[src/rtl/dcache_pkg.sv]
package dcache_pkg;

    localparam int ADDR_W     = 32;
    localparam int WORD_W     = 32;
    localparam int LINE_WORDS = 4;
    localparam int WSEL_W     = $clog2(LINE_WORDS);
    localparam int OFF_W      = WSEL_W + 2;
    localparam int LINE_W     = WORD_W * LINE_WORDS;
    localparam int NWAYS      = 2;

    typedef enum logic [2:0] {
        ST_IDLE,
        ST_LOOK,
        ST_STORE,
        ST_EVICT,
        ST_FETCH,
        ST_FILL
    } ctl_state_t;

    typedef struct packed {
        logic              write;
        logic [ADDR_W-1:0] addr;
        logic [WORD_W-1:0] wdata;
    } cpu_req_t;

    function automatic logic [WORD_W-1:0] pick_word(input logic [LINE_W-1:0] line,
                                                    input logic [WSEL_W-1:0] sel);
        return line[sel*WORD_W +: WORD_W];
    endfunction

endpackage

[src/rtl/dc_way.sv]
module dc_way
    import dcache_pkg::*;
#(
    parameter int SETS  = 8,
    parameter int IDX_W = 3,
    parameter int TAG_W = 25
) (
    input  logic              clk,
    input  logic              rst,
    input  logic [IDX_W-1:0]  idx,
    output logic              line_valid,
    output logic              line_dirty,
    output logic [TAG_W-1:0]  line_tag,
    output logic [LINE_W-1:0] line_data,
    input  logic              word_we,
    input  logic [WSEL_W-1:0] word_sel,
    input  logic [WORD_W-1:0] word_in,
    input  logic              mark_dirty,
    input  logic              install,
    input  logic [TAG_W-1:0]  install_tag
);

    logic [SETS-1:0]   valid_q;
    logic [SETS-1:0]   dirty_q;
    logic [TAG_W-1:0]  tag_q  [SETS];
    logic [LINE_W-1:0] data_q [SETS];

    assign line_valid = valid_q[idx];
    assign line_dirty = dirty_q[idx];
    assign line_tag   = tag_q[idx];
    assign line_data  = data_q[idx];

    always_ff @(posedge clk) begin
        if (rst) begin
            valid_q <= '0;
            dirty_q <= '0;
        end else if (install) begin
            valid_q[idx] <= 1'b1;
            dirty_q[idx] <= 1'b0;
        end else if (word_we && mark_dirty) begin
            dirty_q[idx] <= 1'b1;
        end
    end

    always_ff @(posedge clk) begin
        if (install) begin
            tag_q[idx] <= install_tag;
        end
        if (word_we) begin
            data_q[idx][word_sel*WORD_W +: WORD_W] <= word_in;
        end
    end

    AST_INSTALL_CLEAN: assert property (@(posedge clk) disable iff (rst)
        install |=> (valid_q[$past(idx)] && !dirty_q[$past(idx)]));
    AST_STORE_DIRTY: assert property (@(posedge clk) disable iff (rst)
        (word_we && mark_dirty) |=> dirty_q[$past(idx)]);

endmodule

[src/rtl/dc_lru.sv]
module dc_lru #(
    parameter int SETS  = 8,
    parameter int IDX_W = 3
) (
    input  logic             clk,
    input  logic             rst,
    input  logic [IDX_W-1:0] idx,
    input  logic             touch,
    input  logic             touch_way,
    output logic             lru_way
);

    logic [SETS-1:0] lru_q;

    assign lru_way = lru_q[idx];

    always_ff @(posedge clk) begin
        if (rst) begin
            lru_q <= '0;
        end else if (touch) begin
            lru_q[idx] <= ~touch_way;
        end
    end

    AST_LRU_OTHER: assert property (@(posedge clk) disable iff (rst)
        touch |=> (lru_q[$past(idx)] != $past(touch_way)));

endmodule

[src/rtl/dc_lookup.sv]
module dc_lookup
    import dcache_pkg::*;
#(
    parameter int TAG_W = 25
) (
    input  logic [NWAYS-1:0]  vld,
    input  logic [TAG_W-1:0]  tags  [NWAYS],
    input  logic [LINE_W-1:0] lines [NWAYS],
    input  logic [TAG_W-1:0]  addr_tag,
    input  logic [WSEL_W-1:0] wsel,
    output logic [NWAYS-1:0]  match,
    output logic              hit,
    output logic              hit_way,
    output logic [WORD_W-1:0] hit_word
);

    for (genvar g = 0; g < NWAYS; g++) begin : g_cmp
        assign match[g] = vld[g] && (tags[g] == addr_tag);
    end

    assign hit      = |match;
    assign hit_way  = match[1];
    assign hit_word = pick_word(lines[hit_way], wsel);

endmodule

[src/rtl/dcache_wb.sv]
module dcache_wb
    import dcache_pkg::*;
#(
    parameter int SETS = 8
) (
    input  logic              clk,
    input  logic              rst,
    input  logic              cpu_req_valid,
    output logic              cpu_req_ready,
    input  logic              cpu_req_write,
    input  logic [ADDR_W-1:0] cpu_req_addr,
    input  logic [WORD_W-1:0] cpu_req_wdata,
    output logic              cpu_rsp_valid,
    output logic [WORD_W-1:0] cpu_rsp_rdata,
    output logic              cpu_stall,
    output logic              mem_req_valid,
    input  logic              mem_req_ready,
    output logic              mem_req_write,
    output logic [ADDR_W-1:0] mem_req_addr,
    output logic [LINE_W-1:0] mem_req_wdata,
    input  logic              mem_rsp_valid,
    input  logic [WORD_W-1:0] mem_rsp_rdata
);

    localparam int IDX_W = $clog2(SETS);
    localparam int TAG_W = ADDR_W - IDX_W - OFF_W;

    ctl_state_t        st_q;
    cpu_req_t          rq_q;
    logic              tgt_q;
    logic [WSEL_W-1:0] beat_q;

    logic [TAG_W-1:0]  rq_tag;
    logic [IDX_W-1:0]  rq_idx;
    logic [WSEL_W-1:0] rq_wsel;

    assign rq_tag  = rq_q.addr[ADDR_W-1 -: TAG_W];
    assign rq_idx  = rq_q.addr[OFF_W +: IDX_W];
    assign rq_wsel = rq_q.addr[2 +: WSEL_W];

    logic [NWAYS-1:0]  way_vld;
    logic [NWAYS-1:0]  way_drt;
    logic [TAG_W-1:0]  way_tag  [NWAYS];
    logic [LINE_W-1:0] way_line [NWAYS];
    logic [NWAYS-1:0]  way_we;
    logic [NWAYS-1:0]  way_inst;
    logic [WSEL_W-1:0] word_sel;
    logic [WORD_W-1:0] word_in;
    logic              mark_dirty;

    for (genvar g = 0; g < NWAYS; g++) begin : g_way
        dc_way #(.SETS(SETS), .IDX_W(IDX_W), .TAG_W(TAG_W)) u_way (
            .clk        (clk),
            .rst        (rst),
            .idx        (rq_idx),
            .line_valid (way_vld[g]),
            .line_dirty (way_drt[g]),
            .line_tag   (way_tag[g]),
            .line_data  (way_line[g]),
            .word_we    (way_we[g]),
            .word_sel   (word_sel),
            .word_in    (word_in),
            .mark_dirty (mark_dirty),
            .install    (way_inst[g]),
            .install_tag(rq_tag)
        );
    end

    logic [NWAYS-1:0]  match;
    logic              hit;
    logic              hit_way;
    logic [WORD_W-1:0] hit_word;

    dc_lookup #(.TAG_W(TAG_W)) u_lookup (
        .vld     (way_vld),
        .tags    (way_tag),
        .lines   (way_line),
        .addr_tag(rq_tag),
        .wsel    (rq_wsel),
        .match   (match),
        .hit     (hit),
        .hit_way (hit_way),
        .hit_word(hit_word)
    );

    logic touch;
    logic touch_way;
    logic lru_way;

    dc_lru #(.SETS(SETS), .IDX_W(IDX_W)) u_lru (
        .clk      (clk),
        .rst      (rst),
        .idx      (rq_idx),
        .touch    (touch),
        .touch_way(touch_way),
        .lru_way  (lru_way)
    );

    logic vic_way;
    assign vic_way = !way_vld[0] ? 1'b0 :
                     !way_vld[1] ? 1'b1 : lru_way;

    assign cpu_req_ready = (st_q == ST_IDLE);
    assign cpu_stall     = (st_q == ST_EVICT) || (st_q == ST_FETCH) || (st_q == ST_FILL);
    assign mem_req_wdata = way_line[tgt_q];

    always_comb begin
        cpu_rsp_valid = 1'b0;
        cpu_rsp_rdata = '0;
        mem_req_valid = 1'b0;
        mem_req_write = 1'b0;
        mem_req_addr  = '0;
        way_we        = '0;
        way_inst      = '0;
        word_sel      = rq_wsel;
        word_in       = rq_q.wdata;
        mark_dirty    = 1'b0;
        touch         = 1'b0;
        touch_way     = tgt_q;
        case (st_q)
            ST_LOOK: begin
                if (hit && !rq_q.write) begin
                    cpu_rsp_valid = 1'b1;
                    cpu_rsp_rdata = hit_word;
                    touch         = 1'b1;
                    touch_way     = hit_way;
                end
            end
            ST_STORE: begin
                way_we[tgt_q] = 1'b1;
                mark_dirty    = 1'b1;
                touch         = 1'b1;
                cpu_rsp_valid = 1'b1;
            end
            ST_EVICT: begin
                mem_req_valid = 1'b1;
                mem_req_write = 1'b1;
                mem_req_addr  = {way_tag[tgt_q], rq_idx, {OFF_W{1'b0}}};
            end
            ST_FETCH: begin
                mem_req_valid = 1'b1;
                mem_req_addr  = rq_q.addr & ~ADDR_W'(3);
            end
            ST_FILL: begin
                if (mem_rsp_valid) begin
                    way_we[tgt_q] = 1'b1;
                    word_sel      = rq_wsel + beat_q;
                    word_in       = mem_rsp_rdata;
                    if (beat_q == '0 && !rq_q.write) begin
                        cpu_rsp_valid = 1'b1;
                        cpu_rsp_rdata = mem_rsp_rdata;
                    end
                    if (beat_q == WSEL_W'(LINE_WORDS - 1)) begin
                        way_inst[tgt_q] = 1'b1;
                        touch           = !rq_q.write;
                    end
                end
            end
            default: ;
        endcase
    end

    always_ff @(posedge clk) begin
        if (rst) begin
            st_q   <= ST_IDLE;
            rq_q   <= '0;
            tgt_q  <= 1'b0;
            beat_q <= '0;
        end else begin
            case (st_q)
                ST_IDLE: begin
                    if (cpu_req_valid) begin
                        rq_q <= '{write: cpu_req_write, addr: cpu_req_addr, wdata: cpu_req_wdata};
                        st_q <= ST_LOOK;
                    end
                end
                ST_LOOK: begin
                    if (hit) begin
                        tgt_q <= hit_way;
                        st_q  <= rq_q.write ? ST_STORE : ST_IDLE;
                    end else begin
                        tgt_q <= vic_way;
                        st_q  <= (way_vld[vic_way] && way_drt[vic_way]) ? ST_EVICT : ST_FETCH;
                    end
                end
                ST_STORE: st_q <= ST_IDLE;
                ST_EVICT: if (mem_req_ready) st_q <= ST_FETCH;
                ST_FETCH: begin
                    if (mem_req_ready) begin
                        beat_q <= '0;
                        st_q   <= ST_FILL;
                    end
                end
                ST_FILL: begin
                    if (mem_rsp_valid) begin
                        beat_q <= beat_q + WSEL_W'(1);
                        if (beat_q == WSEL_W'(LINE_WORDS - 1)) begin
                            st_q <= rq_q.write ? ST_STORE : ST_IDLE;
                        end
                    end
                end
                default: st_q <= ST_IDLE;
            endcase
        end
    end

    AST_ONE_MATCH: assert property (@(posedge clk) disable iff (rst)
        $onehot0(match));
    AST_WB_DIRTY_ONLY: assert property (@(posedge clk) disable iff (rst)
        (mem_req_valid && mem_req_write) |-> (way_vld[tgt_q] && way_drt[tgt_q]));
    AST_READ_AFTER_WB: assert property (@(posedge clk) disable iff (rst)
        (mem_req_valid && mem_req_write && mem_req_ready) |=> (mem_req_valid && !mem_req_write));
    AST_HOLD_OFF: assert property (@(posedge clk) disable iff (rst)
        (cpu_req_valid && cpu_req_ready) |=> !cpu_req_ready);

endmodule

[config.mk]
export PLATFORM = sky130hd
export DESIGN_NAME = dcache_wb
export DESIGN_NICKNAME = d
export VERILOG_FILES = /design/src/rtl/dcache_pkg.sv /design/src/rtl/dc_way.sv /design/src/rtl/dc_lru.sv /design/src/rtl/dc_lookup.sv /design/src/rtl/dcache_wb.sv
export SDC_FILE = /design/constraint.sdc
export NUM_CORES = 2
export LEC_CHECK = 0
export BUFFER_PORTS_ARGS = -buffer_cell sky130_fd_sc_hd__buf_4
export CAP_MARGIN = 25
export CORE_UTILIZATION = 54
export CTS_CLUSTER_DIAMETER = 100
export DETAILED_ROUTE_END_ITERATION = 7
export PLACE_DENSITY = 0.79
export SLEW_MARGIN = 20
export SYNTH_ARGS = -nofsm -noshare
export SYNTH_HDL_FRONTEND = slang
export SYNTH_HIERARCHICAL = 1
export SYNTH_SLANG_ARGS = --single-unit
[constraint.sdc]
create_clock -name clk -period 9.35 [get_ports clk]
set_input_delay 0.4675 -clock clk [delete_from_list [all_inputs] [get_ports clk]]
set_output_delay 0.4675 -clock clk [all_outputs]
set_load 0.05 [all_outputs]
==> results_dict.tcl <==
set metrics [dict create \
    outcome "complete, no violations" \
    grt_max_degree 129 \
    drt_iter0_drc 7868 \
    cts_root_buf "clkbuf_16" \
    initial_utilization 0.544 \
    dieWidth_um 442 \
    min_path_type "primary input to flip-flop" \
    grt_use_total 0.301 \
    postPlaceCellArea_um2 110000 \
    clock_sinks 2557 \
    slew_headroom 0.171 \
    regToRegStartpoint "rq_idx[2]" \
    cts_tree "built" \
    synth_warnings 6 \
    fin_area_um2 119000 \
    crit_path_cell_trace "buf_4, mux4_2, mux2_2, xnor2_1, nand2_1, nor4_4, buf_4, buf_4, a21boi_0, a211oi_1, nor4_4, a22o_1, buf_4" \
    cp-end-kind "output pin" \
    grt_pass1_vias 56320 \
    synth_area_per_cell_um2 19.6 \
    synthCells 5342 \
    crit_cells 13 \
    critPathKind "flip-flop to output pin" \
    drc 0 \
    area_delta_synth_final_pct 13.3 \
    worstPathMaxFanout 49 \
    h-tree-depth 4 \
    place_hpwl_mm 172 \
    seqCellArea_um2 75700 \
    gp_congestion 0.922 \
    p_leak_nw 32.7 \
    grt-ovfl-total 0 \
    io_pins 299 \
    first_pass_iters 5 \
    num_vias 57663 \
    fin_cells 8577 \
    finalHoldViolCount 0 \
    antenna_found_initial 30 \
    period_share 0.842 \
    cap_viol_max_count 0 \
    crit_buf_inv 4 \
    clock_latency_ps 900 \
    drive_gt1_frac 0.327 \
    clockBufferDepth 3 \
    final_common_cell "edfxtp_1" \
    die_area_um2 196000 \
    slowest_delay_ps 910 \
    crit_slowest_cell "a211oi_1" \
    tns_ps 0 \
    finalPower_mw 24.0 \
    cp.arrival_ps 7400 \
    grt_pass1_wl_mm 415 \
    start_kind "flip-flop" \
    placementRows 161 \
    ant_nets 0 \
    fillers 12621 \
    die-height_um 442 \
    portBuffers 294 \
    postCtsSetupRepairBufs 0 \
    powerDensity_nw_per_um2 202 \
    synthesis.area_um2 105000 \
    final_nets 5927 \
    required_ps 8880 \
    layout_common_cells "2,448 x edfxtp_1, 616 x mux4_2, 480 x buf_4, 422 x mux2_2, 334 x nand2_1" \
    finClkSkew_ps 63.8 \
    worst_pin_slew_ps 1240 \
    post-route-min-period_ps 7870 \
    slew_violations 0 \
    crit_start "rq_idx[0]" \
    numCtsBuffers 228 \
    setup_viol 0 \
    drt-total-wl_mm 295 \
    multiInputGateArea_um2 27600 \
    vdd_drop_max_mv 0.254 \
    rsz0062_at_grt "false" \
    reg2reg_to "u_lru/lru_q[6]" \
    cpMostUsedCell "buf_4" \
    setup.worst_path.end "cpu_rsp_rdata[20]" \
    wl_per_cell_um 34.4 \
    post-route-util 0.616 \
    clkTransAtPathRegs_ps 70 \
    fmax_mhz 127 \
    r2r_cells 14 \
    worst-r2r-setup-slack_ps 2430 \
    core_um2 193000 \
    placed_cells 8018 \
    critPathTopFamily "buffers and inverters" \
    avgViaCountPerCell 6.72 \
]
==> flip-flops by register name, summed over array words and instances, names as in the netlist, named ones only <==
register             cells
rq_q                    60
g_way.u_way/valid_q     16
g_way.u_way/data_q    2048
tgt_q                    1
u_lru/lru_q              8
g_way.u_way/tag_q      400
rq_idx                   3
st_q                     3
beat_q                   2
==> stage by stage <==
stage / hold WS, ps / setup WS [ps]
3_5_place_dp: 447 / 2470
5_1_grt: 262 / 1350
3_3_place_gp: 443 / 2480
6_report: 213 / 1480
4_1_cts: 174 / 1500
2_1_floorplan: 431 / 4840
==> layer usage <==
| layer | share of wire | GRT usage | vias to the layer above |
|---|---|---|---|
| met1 | 0.33 | 0.374 | 29619 |
| met3 | 0.12 | 0.0687 | 892 |
| met4 | 0.089 | 0.238 | 6 |
| li1 | - | - | 22687 |
| met5 | 0.00014 | 0 | - |
| met2 | 0.46 | 0.459 | 4459 |
==> cell type report <==
class,count,area share
inverter,12,0.000380
clock inverter,133,0.0108
sequential,2557,0.638
tap,2526,0.0266
multi-input combinational,2430,0.233
timing repair buffer,583,0.0398
antenna,53,0.00112
clock buffer,283,0.0507
==> power breakdown <==
part / internal [mW] / switching [mW]
clock: 5.11 / 4.09
sequential: 12.5 / 0.110
combinational: 0.743 / 1.41
==> worst register-to-register path: cells and delay by family, from the launching register on <==
| family | cells | cell delay, ps |
|---|---|---|
| AOI/OAI and AO/OA | 1 | 240 |
| xor gates and xnor gates | 1 | 280 |
| buffers and inverters | 2 | 1490 |
| DFF | 1 | 1020 |
| and+or+nand+nor | 10 | 3690 |
==> worst min path at each step <==
stage | from | endpoint | slack (ps) | cells past startpoint
after floorplan | g_way[1].u_way/valid_q[4] | g_way[1].u_way/valid_q[4] | 430 | 2
after global placement | g_way[1].u_way/valid_q[5] | g_way[1].u_way/valid_q[5] | 440 | 2
after detailed placement | rq_q[19] | rq_q[19] | 450 | 2
after CTS | cpu_req_valid | st_q[0] | 170 | 4
after global routing | cpu_req_valid | st_q[0] | 260 | 4
final | cpu_req_valid | st_q[0] | 210 | 4
==> repair_timing <==
item	4_1_cts	5_1_grt
hold endpoints to repair	66	0
endpoints found under the setup margin	0	0
hold buffers	90	0
resized for setup	0	0
Power figures use the tool's default switching activity.
